$ cat src/rtl/vid_seq.sv
module vid_seq #(
  parameter int INC60     = 8791293,
  parameter int INC50     = 8864320,
  parameter int LINES60   = 263,
  parameter int LINES50   = 313,
  parameter int VBL60     = 240,
  parameter int VBL50     = 256,
  parameter int AUD_LINES = 32,
  parameter int FRAC      = 12,
  parameter int CW        = 20,
  parameter int LW        = 9,
  parameter int FW        = 8
) (
  input  logic          clk,
  input  logic          rst_n,
  input  logic          std_sel,
  input  logic          interlace_en,
  output logic          line_tick,
  output logic          vblank_start,
  output logic          frame_irq,
  output logic          audio_tick,
  output logic [LW-1:0] line_num,
  output logic [FW-1:0] frame_count,
  output logic [31:0]   status
);
  localparam int SW = FRAC + CW;
  localparam int AW = $clog2(AUD_LINES + 1);
  localparam logic [SW-1:0] I60 = SW'(INC60);
  localparam logic [SW-1:0] I50 = SW'(INC50);
  localparam logic [LW-1:0] LAST60 = LW'(LINES60 - 1);
  localparam logic [LW-1:0] LAST50 = LW'(LINES50 - 1);
  localparam logic [LW-1:0] V60 = LW'(VBL60);
  localparam logic [LW-1:0] V50 = LW'(VBL50);
  localparam logic [AW-1:0] ALAST = AW'(AUD_LINES - 1);

  logic [CW-1:0]   cnt, len;
  logic [FRAC-1:0] frac;
  logic [AW-1:0]   aud;
  logic            std_q, vbl_q;

  wire  [LW-1:0] last_line = std_q ? LAST50 : LAST60;
  wire  [LW-1:0] vbl_line  = std_q ? V50 : V60;
  wire  [LW-1:0] line_inc  = line_num + LW'(1);
  wire           wrap      = line_tick && (line_num == last_line);
  wire           std_n     = wrap ? std_sel : std_q;
  wire  [SW-1:0] sum       = {{CW{1'b0}}, frac} + (std_n ? I50 : I60);

  assign line_tick    = (cnt == len - CW'(1));
  assign frame_irq    = wrap;
  assign vblank_start = line_tick && (line_inc == vbl_line);
  assign audio_tick   = line_tick && (aud == ALAST);
  assign status       = {interlace_en & frame_count[0], 30'b0, vbl_q};

  always_ff @(posedge clk or negedge rst_n) begin
    if (!rst_n) begin
      cnt         <= '0;
      len         <= I60[SW-1:FRAC];
      frac        <= I60[FRAC-1:0];
      line_num    <= '0;
      frame_count <= '0;
      aud         <= '0;
      std_q       <= 1'b0;
      vbl_q       <= 1'b0;
    end else if (line_tick) begin
      cnt      <= '0;
      len      <= sum[SW-1:FRAC];
      frac     <= sum[FRAC-1:0];
      std_q    <= std_n;
      line_num <= wrap ? '0 : line_inc;
      aud      <= audio_tick ? '0 : aud + AW'(1);
      if (wrap) begin
        frame_count <= frame_count + FW'(1);
        vbl_q       <= 1'b0;
      end else if (vblank_start) begin
        vbl_q <= 1'b1;
      end
    end else begin
      cnt <= cnt + CW'(1);
    end
  end
endmodule

$ cat config.mk
export PLATFORM = sky130hd
export DESIGN_NAME = vid_seq
export DESIGN_NICKNAME = d
export VERILOG_FILES = /design/src/rtl/vid_seq.sv
export SDC_FILE = /design/constraint.sdc
export NUM_CORES = 1
export LEC_CHECK = 0
export BUFFER_PORTS_ARGS = -buffer_cell sky130_fd_sc_hd__buf_2
export CAP_MARGIN = 20
export CELL_PAD_IN_SITES_DETAIL_PLACEMENT = 1
export CELL_PAD_IN_SITES_GLOBAL_PLACEMENT = 1
export CORE_ASPECT_RATIO = 2
export CORE_UTILIZATION = 47
export CTS_CLUSTER_SIZE = 25
export DETAILED_ROUTE_END_ITERATION = 8
export PLACE_DENSITY_LB_ADDON = 0.1
export SLEW_MARGIN = 25
export SYNTH_ARGS = -nofsm -noshare
export SYNTH_HDL_FRONTEND = slang
export SYNTH_SLANG_ARGS = --single-unit
$ cat constraint.sdc
create_clock -name clk -period 10.65 [get_ports clk]
set_input_delay 2.13 -clock clk [delete_from_list [all_inputs] [get_ports clk]]
set_output_delay 2.13 -clock clk [all_outputs]
set_load 0.02 [all_outputs]
# Yosys cells after proc, flatten, opt, wreduce, memory -nomap -nowiden
# Cells that the tools add are included.
[totals]
output_inout_bits = 53
elab_cells = 34
regBits = 77
in_bits = 4
[classes]
n_eq_ne = 4
reduce_logical = 6
bitwise_logic = 1
n_addsub = 6
n_mux = 9
[op_table]
columns = ["cell", "count"]
rows = [
  ["$add 12x24->25", 1],
  ["$add 20x1->20 const B", 1],
  ["$eq 20x20->1", 1],
  ["$mux 20", 1],
  ["$sub 20x1->20 const B", 1],
  ["$eq 9x9->1", 2],
  ["$mux 9", 2],
  ["$mux 17", 1],
  ["$mux 6", 2],
  ["$add 9x1->9 const B", 1],
  ["$add 8x1->8 const B", 1],
  ["$add 6x1->6 const B", 1],
  ["$eq 6x5->1 const B", 1],
  ["$reduce_and 2->1", 2],
  ["$logic_and 1x1->1", 3],
  ["$mux 1", 3],
  ["$reduce_bool 2->1", 1],
  ["$and 1x1->1", 1],
]

# Depth between registers and ports, before layout
# Gate-level depths: netlist of the first run.
[depth]
word_depth = 6
depth_mapped = 17
mapped_depth_nobuf = 16

# Worst setup path after synthesis of the first run
# No wires, ideal clock.
[synth_timing]
path_kind = "reg2out"
from = "register len[1]"
to = "output port vblank_start"
required_time_ns = 8.520
n_path_buf = 1
arrival_ns = 2.363
path_slack_ns = 6.157
path_stages_with_launch = 12
cell_sequence = "dfstp_2 > inv_1 > ha_1 > inv_1 > ha_1 > xnor2_1 > nand4_1 > or3_1 > buf_6 > inv_2 > nand4b_1 > nor3b_1"
[synth_between]
elab_chain_len = 3
[synth_lines]
columns = ["element", "line", "rtl"]
rows = [
  ["start, declared", "36", "logic [CW-1:0] cnt, len;"],
  ["start signal, assigned", "57", "len <= I60[SW-1:FRAC];"],
  ["start signal, assigned", "66", "len <= sum[SW-1:FRAC];"],
  ["$sub 20x1->20", "48", "assign line_tick = (cnt == len - CW'(1));"],
  ["$eq 20x20->1", "48", ""],
  ["$logic_and 1x1->1", "50", "assign vblank_start = line_tick && (line_inc == vbl_line);"],
  ["end, declared", "19", "output logic vblank_start,"],
]
# Every way passes these cells.

# Final worst setup path of the first run
[layout_timing]
from = "register len[2]"
to = "output port vblank_start"
# The elaborated chain is that of the path after synthesis.

==> results.txt, run 1 <==
----------------------------------------------------
[Synthesis]
  Cell with the most instances after synthesis ... sky130_fd_sc_hd__dfrtp_1
  Number of warnings reported in the yosys synthesis log ... 0
  Avg Inst Size Synth ... 9.31 um^2
  Gate count after technology mapping ... 395
  Cell type with the largest total area after synthesis ... sky130_fd_sc_hd__dfrtp_1
  Post-synth ARST share ... 100%
  Number of enable-type register cells in the synthesized netlist ... 0
  Part of the Yosys area used for sequential elements ... 40.5%
  Post-synthesis cell type count ... 52
  Primary flip-flop cell chosen by synthesis mapping ... sky130_fd_sc_hd__dfrtp_1
  Synthesis-stage register bit count ... 59
  Largest cells by area after synthesis ... sky130_fd_sc_hd__dfrtp_1 34%, sky130_fd_sc_hd__buf_4 6.5%, sky130_fd_sc_hd__dfstp_2 6.4%
  Share of the synthesized area in the top cell type ... 34.0%
  Ranking of synthesized cells by instance count ... 50 x sky130_fd_sc_hd__dfrtp_1, 41 x sky130_fd_sc_hd__nand2_1, 32 x sky130_fd_sc_hd__buf_4
  Synthesized area ... 0.00368 mm^2

[CTS]
  Clock latency reported for the late side of the worst-skew pair ... 0.33 ns
  Clk slew on worst S/H paths ... 0.05 ns
  Setup Fix Bufs, Post-CTS ... 0
  Clock sink total ... 59
  Number of buffers inserted by hold repair at cts ... 0
  Library cell used as clock root buffer ... sky130_fd_sc_hd__clkbuf_16
  Maximum level of the CTS H-tree ... 3
  Clock tree from TritonCTS ... built
  Clock buffer count from CTS ... 9
  # resized after CTS ... 0
  Buffer levels on the longest clock path ... 2

[Setup path]
  Critical Path RT ... 8.52 ns
  Worst flop-to-flop path endpoint ... len[0]$_DFFE_PN0N_
  Category of the worst setup path launch point ... flip-flop
  Kind of capture point of the worst setup path ... output port
  Source of the critical timing path ... len[2]$_DFFE_PN0N_
  CP endpoint ... vblank_start
  CP max FO ... 33
  Worst EP arrival ... 2.98 ns
  Worst r2r path cells ... 14
  Beginning of the worst register-to-register path ... len[2]$_DFFE_PN0N_
  Crit Path Category ... flip-flop to output port
  Register-to-register setup slack ... 5.97 ns

[Die]
  Effective utilization at floorplan ... 48.4%
  Die Y-Extent ... 127 um
  Die Width ... 64.5 um
  Core area ... 0.00760 mm^2
  Top Ports ... 57
  Die Footprint ... 0.00820 mm^2
  Number of placement rows ... 45

[Global route]
  Overflow left after global routing ... 0
  Number of global-route vias before repair ... 3,066
  Largest net degree at the start of global routing ... 60
  Antenna violations before repair ... 0
  First-pass GRT wire length ... 14,700 um
  Overall global routing resource usage ... 23.4%

[Pwr]
  Combinational Power Share ... 2.9%
  Peak supply drop ... 0.0952 mV
  Relative contribution of sequential cells to total power ... 43.9%
  Static Leakage ... 0.00188 uW
  Portion of total power attributed to the clock network ... 53.2%
  Power Internal ... 394 uW
  Switching power share of the total ... 22.9%
  Sw power ... 117 uW
  Sum of internal, switching and leakage power ... 511 uW
  Power density of the placed cells ... 128 mW/mm^2

[Final layout]
  Filler cell count in the final layout ... 918
  Share of final-layout standard cells stronger than drive strength 1 ... 16.0%
  Total Nets Final ... 435
  Number of diodes added for antenna fixing ... 0
  Synthesis-to-layout area growth ... 9.12%

[STA]
  Unrepaired setup endpoints after global routing ... false
  Hold Violations, Final ... 0
  Setup TNS ... 0 ns
  Number of pins exceeding their max-slew limit in the final report ... 0
  Final period utilization ... 47.9%
  FMAX ... 0.196 GHz
  Worst slew margin relative to its limit ... 47.8%
  Worst Max-Slew Pin Slew ... 0.761 ns
  Fin Clk Skew ... 0.00393 ns
  Final number of setup-violating endpoints ... 0
  Post-layout min period ... 5.11 ns

[Placement]
  Gp weighted congestion ... 0.812
  Estimated wirelength of the detail-placed design ... 6210 um
  Port Buffer Count ... 26

[Detailed routing]
  Total via count in the routed design ... 2,885
  Number of iterations in the first detailed-routing pass ... 4
  WL per Instance ... 16.9 um
  DRC marker count from the first detailed-route iteration ... 137
  Antenna Nets Post-Route ... 0
  Post-route DRC ... 0
  Post-detailed-route via-to-cell ratio ... 5.61
  Post-detailed-routing wire length ... 8680 um

[Outcome]
  Run status ... complete, no violations

[Hold path]
  Hold path start ... frac[11]$_DFFE_PN0N_
  Type of the tightest min-delay check ... flip-flop to flip-flop

[Flow run]
  # Max-Cap Violations ... 0

----------------------------------------------------
==> kinds of logic after synthesis <==
kind of cell / count (synthesis) / synth area share (%)
mux: 6 / 1.77
flops: 59 / 40.5
other cells: 1 / 0.102
buf+inv: 61 / 10.1
xor+xnor: 40 / 9.53
fa+ha+maj: 16 / 5.45
compound gates: 64 / 11.1
simple gates: 148 / 21.5
==> sequential cells by signal, indices dropped and copies added, names as in the netlist <==
signal / cells
cnt: 20
frac: 12
frame_count: 8
aud: 6
vbl_q: 1
len: 3
line_num: 9
==> placed cells by master, fill, tap and decap left out, types with 5 or more instances in the layout <==
| cell | synthesis | routed |
|---|---|---|
| sky130_fd_sc_hd__a21oi_1 | 12 | 12 |
| sky130_fd_sc_hd__a31oi_1 | 11 | 11 |
| sky130_fd_sc_hd__and2_1 | 5 | 5 |
| sky130_fd_sc_hd__and3_1 | 6 | 6 |
| sky130_fd_sc_hd__buf_2 | 5 | 26 |
| sky130_fd_sc_hd__clkbuf_16 | 0 | 9 |
| sky130_fd_sc_hd__conb_1 | 1 | 30 |
| sky130_fd_sc_hd__dfrtp_1 | 50 | 50 |
| sky130_fd_sc_hd__dfstp_2 | 9 | 9 |
| sky130_fd_sc_hd__ha_1 | 16 | 16 |
| sky130_fd_sc_hd__inv_1 | 11 | 11 |
| sky130_fd_sc_hd__nand2_1 | 41 | 41 |
| sky130_fd_sc_hd__nand3_1 | 24 | 24 |
| sky130_fd_sc_hd__nand4_1 | 11 | 11 |
| sky130_fd_sc_hd__nor2_1 | 24 | 24 |
| sky130_fd_sc_hd__nor3_1 | 7 | 7 |
| sky130_fd_sc_hd__o21ai_0 | 16 | 16 |
| sky130_fd_sc_hd__o31ai_1 | 5 | 5 |
| sky130_fd_sc_hd__xnor2_1 | 20 | 20 |
| sky130_fd_sc_hd__xor2_1 | 20 | 20 |
==> through the flow <==
step / hold slack (ns) / worst slack, ns / utilization (%) / area, um^2 / cells
after floorplan: 0.437 / 6.16 / - / 3780 / 424
after global placement: 0.448 / 5.95 / 49.1 / 3730 / 498
after detailed placement: 0.456 / 5.87 / 49.1 / 3730 / 498
after CTS: 0.467 / 5.51 / 52.8 / 4010 / 514
after global routing: 0.491 / 5.36 / 52.8 / 4010 / 514
final: 0.465 / 5.54 / 52.8 / 4010 / 514
==> layout make-up <==
| class | instances | area [um^2] | area share (%) |
|---|---|---|---|
| Tap cell | 94 | 118 | 2.93 |
| Sequential cell | 59 | 1490 | 37.1 |
| Timing Repair Buffer | 29 | 153 | 3.81 |
| Multi-Input combinational cell | 304 | 1930 | 48.0 |
| Clock buffer | 12 | 256 | 6.39 |
| Clock inverter | 4 | 25.0 | 0.624 |
| Inverter | 12 | 45.0 | 1.12 |
==> power groups by stage <==
| stage | clock, uW | combinational [uW] | sequential [uW] |
|---|---|---|---|
| final | 272 | 14.6 | 225 |
| after global routing | 286 | 16.3 | 224 |
| after floorplan | 0 | 17.6 | 228 |
| after CTS | 279 | 14.8 | 225 |
| after detailed placement | 0 | 14.8 | 228 |
| after global placement | 0 | 14.7 | 228 |
==> layer usage <==
metal / track usage, % / vias up / share of wire (%)
li1: - / 1374 / -
met1: 23.9 / 1429 / 37
met2: 43.0 / 58 / 57
met3: 5.18 / 24 / 2.9
met4: 11.9 / 0 / 3.1
met5: 0 / - / 0
==> worst min path at each step <==
stage	slack, ns	cells past startpoint	end
floorplan	0.44	2	frac[7]$_DFFE_PN1N_
global placement	0.45	2	frac[7]$_DFFE_PN1N_
detailed placement	0.46	1	frac[11]$_DFFE_PN0N_
CTS	0.47	1	frac[11]$_DFFE_PN0N_
global route	0.49	1	frac[11]$_DFFE_PN0N_
finish	0.46	1	frac[11]$_DFFE_PN0N_
==> critical path, cell delays in order (launching register included) <==
cell                       delay (ns)
sky130_fd_sc_hd__dfrtp_1         0.55
sky130_fd_sc_hd__inv_1           0.14
sky130_fd_sc_hd__ha_1            0.33
sky130_fd_sc_hd__xnor2_1         0.17
sky130_fd_sc_hd__nand4_1         0.10
sky130_fd_sc_hd__or3_1           0.36
sky130_fd_sc_hd__inv_2           0.46
sky130_fd_sc_hd__nand4b_1        0.16
sky130_fd_sc_hd__nor3b_1         0.19
sky130_fd_sc_hd__buf_2           0.19
No activity file was read; power rests on OpenSTA's default activity.
==> run 2: changes to the inputs <==
ABC_AREA = 1   (was not set)
CORE_UTILIZATION = 42   (was 47)
clock period = 5.03 ns   (was 10.65 ns; I/O delays follow)
==> results.txt, run 2 <==
----------------------------------------------------
[CTS]
  Clock sink total ... 59 (unchanged)
  Library cell used as clock root buffer ... sky130_fd_sc_hd__clkbuf_16
  Clock tree from TritonCTS ... built
  Buffer levels on the longest clock path ... 2 (unchanged)
  Clock buffer count from CTS ... 9 (unchanged)
  Setup Fix Bufs, Post-CTS ... 0 (unchanged)
  # resized after CTS ... 0 (unchanged)
  Maximum level of the CTS H-tree ... 3 (unchanged)
  Number of buffers inserted by hold repair at cts ... 0 (unchanged)
  Clock latency reported for the late side of the worst-skew pair ... 0.34 ns (about the same)
  Clk slew on worst S/H paths ... 0.05 ns (about the same)

[Placement]
  Area after detailed placement ... 0.00393 mm^2 (+5.4%)
  Gp weighted congestion ... 0.872 (+7.4%)
  Placement-stage worst setup slack ... 1.54 ns (-4.33 ns)
  Port Buffer Count ... 26 (unchanged)
  Estimated wirelength of the detail-placed design ... 7330 um (+18%)

[Final layout]
  Most frequent cells in the layout ... 128 x sky130_fd_sc_hd__nand2_1, 65 x sky130_fd_sc_hd__inv_1, 50 x sky130_fd_sc_hd__dfrtp_1, 40 x sky130_fd_sc_hd__nor2_1
  Total Nets Final ... 551 (+27%)
  Register ranked first by flip-flop count ... cnt
  Final cell area excluding filler cells ... 0.00422 mm^2 (+5.2%)
  Number of diodes added for antenna fixing ... 0 (unchanged)
  Final standard cell utilization of the core ... 47.2% (-5.6 points)
  Share of final-layout standard cells stronger than drive strength 1 ... 14.4% (-1.6 points)
  Number of flip-flops under the largest register name ... 20 (unchanged)
  Biggest regs ... cnt x20, frac x12, line_num x9
  Leading cell type in the layout, fill and taps excluded ... sky130_fd_sc_hd__nand2_1
  Synthesis-to-layout area growth ... 10.0%

[Die]
  Core area ... 0.00895 mm^2 (+18%)
  Top Ports ... 57 (unchanged)
  Effective utilization at floorplan ... 42.9% (-5.5 points)
  Die Y-Extent ... 137 um (+7.9%)
  Die Footprint ... 0.00954 mm^2 (+16%)
  Die Width ... 69.6 um (+7.8%)
  Number of placement rows ... 49 (+8.9%)

[Pwr]
  Relative contribution of sequential cells to total power ... 42.9% (-1.0 points)
  Combinational Power Share ... 2.8% (about the same)
  Power Internal ... 850 uW (+120%)
  Static Leakage ... 0.00230 uW (+22%)
  Portion of total power attributed to the clock network ... 54.2% (+1.0 points)
  Power density of the placed cells ... 262 mW/mm^2 (+110%)
  Sw power ... 257 uW (+120%)
  Switching power share of the total ... 23.2% (+0.30 points)
  Peak supply drop ... 0.165 mV (+74%)

[Setup path]
  Family of cells with the greatest summed delay on the critical path ... simple AND/OR/NAND/NOR gates
  Critical path buffers and inverters ... 5 (+2)
  CP max FO ... 19 (-42%)
  Kind of capture point of the worst setup path ... output port
  Crit Path Category ... flip-flop to output port
  Crit path max-delay cell type ... sky130_fd_sc_hd__dfstp_2
  Category of the worst setup path launch point ... flip-flop
  Critical Path RT ... 4.02 ns (-4.50 ns)
  Worst EP arrival ... 2.57 ns (-0.41 ns)
  Crit-path cells ... inv_1 -> ha_1 -> inv_1 -> ha_1 -> nand2_1 -> nand2_1 -> nor2_1 -> nand2_1 -> nor2_2 -> nand2_2 -> buf_4 -> nor2_1 -> nand4_1 -> inv_1 -> buf_2
  Worst stage delay on the critical path ... 0.52 ns (-0.03 ns)

[Synthesis]
  Synthesized area ... 0.00384 mm^2 (+4.4%)
  Synthesis-stage register bit count ... 59 (unchanged)
  Share of the synthesized area in the top cell type ... 32.6% (-1.4 points)
  Post-synthesis cell type count ... 35 (-33%)
  Cell with the most instances after synthesis ... sky130_fd_sc_hd__nand2_1
  Ranking of synthesized cells by instance count ... 128 x sky130_fd_sc_hd__nand2_1, 65 x sky130_fd_sc_hd__inv_1, 50 x sky130_fd_sc_hd__dfrtp_1
  Primary flip-flop cell chosen by synthesis mapping ... sky130_fd_sc_hd__dfrtp_1
  Avg Inst Size Synth ... 7.67 um^2 (-18%)
  Number of warnings reported in the yosys synthesis log ... 0 (unchanged)
  Post-synth ARST share ... 100% (unchanged)
  Gate count after technology mapping ... 500 (+27%)
  Part of the Yosys area used for sequential elements ... 38.8% (-1.7 points)
  Cell type with the largest total area after synthesis ... sky130_fd_sc_hd__dfrtp_1
  Number of enable-type register cells in the synthesized netlist ... 0 (unchanged)
  Largest cells by area after synthesis ... sky130_fd_sc_hd__dfrtp_1 33%, sky130_fd_sc_hd__nand2_1 13%, sky130_fd_sc_hd__inv_1 6.4%

[STA]
  Worst slew margin relative to its limit ... 63.3% (+15 points)
  Post-layout min period ... 3.57 ns
  FMAX ... 0.280 GHz
  Number of pins exceeding their max-slew limit in the final report ... 0 (unchanged)
  PnR worst setup slack ... 1.46 ns (-4.09 ns)
  Hold Violations, Final ... 0 (unchanged)
  Final period utilization ... 71.0%
  Worst Max-Slew Pin Slew ... 0.550 ns (-0.210 ns)
  Hold slack final ... 0.469 ns (+0.00472 ns)
  Unrepaired setup endpoints after global routing ... false
  Setup TNS ... 0 ns (unchanged)
  Final number of setup-violating endpoints ... 0 (unchanged)
  Fin Clk Skew ... 0.00876 ns (+0.00484 ns)

[Detailed routing]
  DRC marker count from the first detailed-route iteration ... 92 (-33%)
  WL per Instance ... 15.0 um (-11%)
  Total via count in the routed design ... 3,223 (+12%)
  Post-detailed-routing wire length ... 9580 um (+10%)
  Number of iterations in the first detailed-routing pass ... 4 (unchanged)
  Post-route DRC ... 0 (unchanged)
  Antenna Nets Post-Route ... 0 (unchanged)
  Post-detailed-route via-to-cell ratio ... 5.05 (-10%)

[Outcome]
  Run status ... complete, no violations

[Global route]
  Overflow left after global routing ... 0 (unchanged)
  Overall global routing resource usage ... 21.6% (-1.8 points)
  Antenna violations before repair ... 0 (unchanged)
  First-pass GRT wire length ... 15,800 um (+7.7%)
  GR Util met3 ... 4.12% (-1.1 points)
  GR Layer Usage met2 ... 41.6% (-1.4 points)
  Largest net degree at the start of global routing ... 42 (-30%)
  Busiest metal layer after global routing ... met2
  Number of global-route vias before repair ... 3,399 (+11%)
  Met1 capacity usage during global routing ... 20.5% (-3.4 points)

[Hold path]
  Type of the tightest min-delay check ... flip-flop to flip-flop

[Flow run]
  # Max-Cap Violations ... 0 (unchanged)

----------------------------------------------------
[run 2: metal layers]
| layer | part of all wire, % | vias up |
|---|---|---|
| li1 | - | 1580 |
| met1 | 37 | 1547 |
| met2 | 56 | 63 |
| met3 | 2.7 | 33 |
| met4 | 4.9 | 0 |
| met5 | 0 | - |
[run 2: cell families after synthesis]
logic type	count (synthesis)	share of synthesized area [%]
other cells	1	0.0978
compound gates	43	6.29
buf+inv	110	14.8
simple gates	239	27.5
xor+xnor	32	7.31
flops	59	38.8
fa+ha+maj	16	5.22
[run 2: final cells by class]
class	count	area, um^2
tap	102	128
timing repair buffer	29	153
sequential	59	1490
clock buffer	13	270
inverter	72	272
clock inverter	3	21.3
fill	1157	4730
multi-input combinational	360	1890
[run 2: worst paths after layout]
check / slack, ns / cells after the start / to / startpoint
max in group asynchronous: 3.48 / 2 / frac[5]$_DFFE_PN1N_ / rst_n
min: 0.47 / 2 / len[1]$_DFFE_PN1N_ / len[1]$_DFFE_PN1N_
max reg2reg: 1.52 / 23 / frac[11]$_DFFE_PN0N_ / len[1]$_DFFE_PN1N_
min in group asynchronous: 0.61 / 1 / cnt[2]$_DFF_PN0_ / rst_n
min reg2reg: 0.47 / 2 / len[1]$_DFFE_PN1N_ / len[1]$_DFFE_PN1N_
max: 1.46 / 15 / vblank_start / len[1]$_DFFE_PN1N_
[run 2: through the flow]
stage                     std cells  total power [uW]
after floorplan                 529               521
after global placement          622               515
after detailed placement        622               515
after CTS                       638              1120
after global routing            638              1130
final                           638              1110
[run 2: worst reg2reg max path, stage by stage (launching register included)]
cell                      delay, ns
sky130_fd_sc_hd__dfstp_2       0.52
sky130_fd_sc_hd__inv_1         0.06
sky130_fd_sc_hd__ha_1          0.17
sky130_fd_sc_hd__inv_1         0.05
sky130_fd_sc_hd__ha_1          0.23
sky130_fd_sc_hd__nand2_1       0.08
sky130_fd_sc_hd__nand2_1       0.06
sky130_fd_sc_hd__nor2_1        0.10
sky130_fd_sc_hd__nand2_1       0.06
sky130_fd_sc_hd__nor2_2        0.09
sky130_fd_sc_hd__nand2_2       0.08
sky130_fd_sc_hd__inv_2         0.07
sky130_fd_sc_hd__nand2_2       0.06
sky130_fd_sc_hd__o21ai_2       0.40
sky130_fd_sc_hd__ha_1          0.39
sky130_fd_sc_hd__a21oi_1       0.22
sky130_fd_sc_hd__o21ai_0       0.13
sky130_fd_sc_hd__nand2_1       0.09
sky130_fd_sc_hd__nand3_1       0.13
sky130_fd_sc_hd__nand2_1       0.09
sky130_fd_sc_hd__nand2_1       0.05
sky130_fd_sc_hd__nand2_1       0.07
sky130_fd_sc_hd__xor2_1        0.15
sky130_fd_sc_hd__inv_1         0.05
[run 2: power groups by stage]
stage	Sequential, uW	Clock, uW	Combinational, uW
finish	475	601	31.2
global route	475	624	34.9
CTS	475	609	31.7
detailed placement	483	0	31.8
global placement	483	0	31.5
floorplan	484	0	37.3
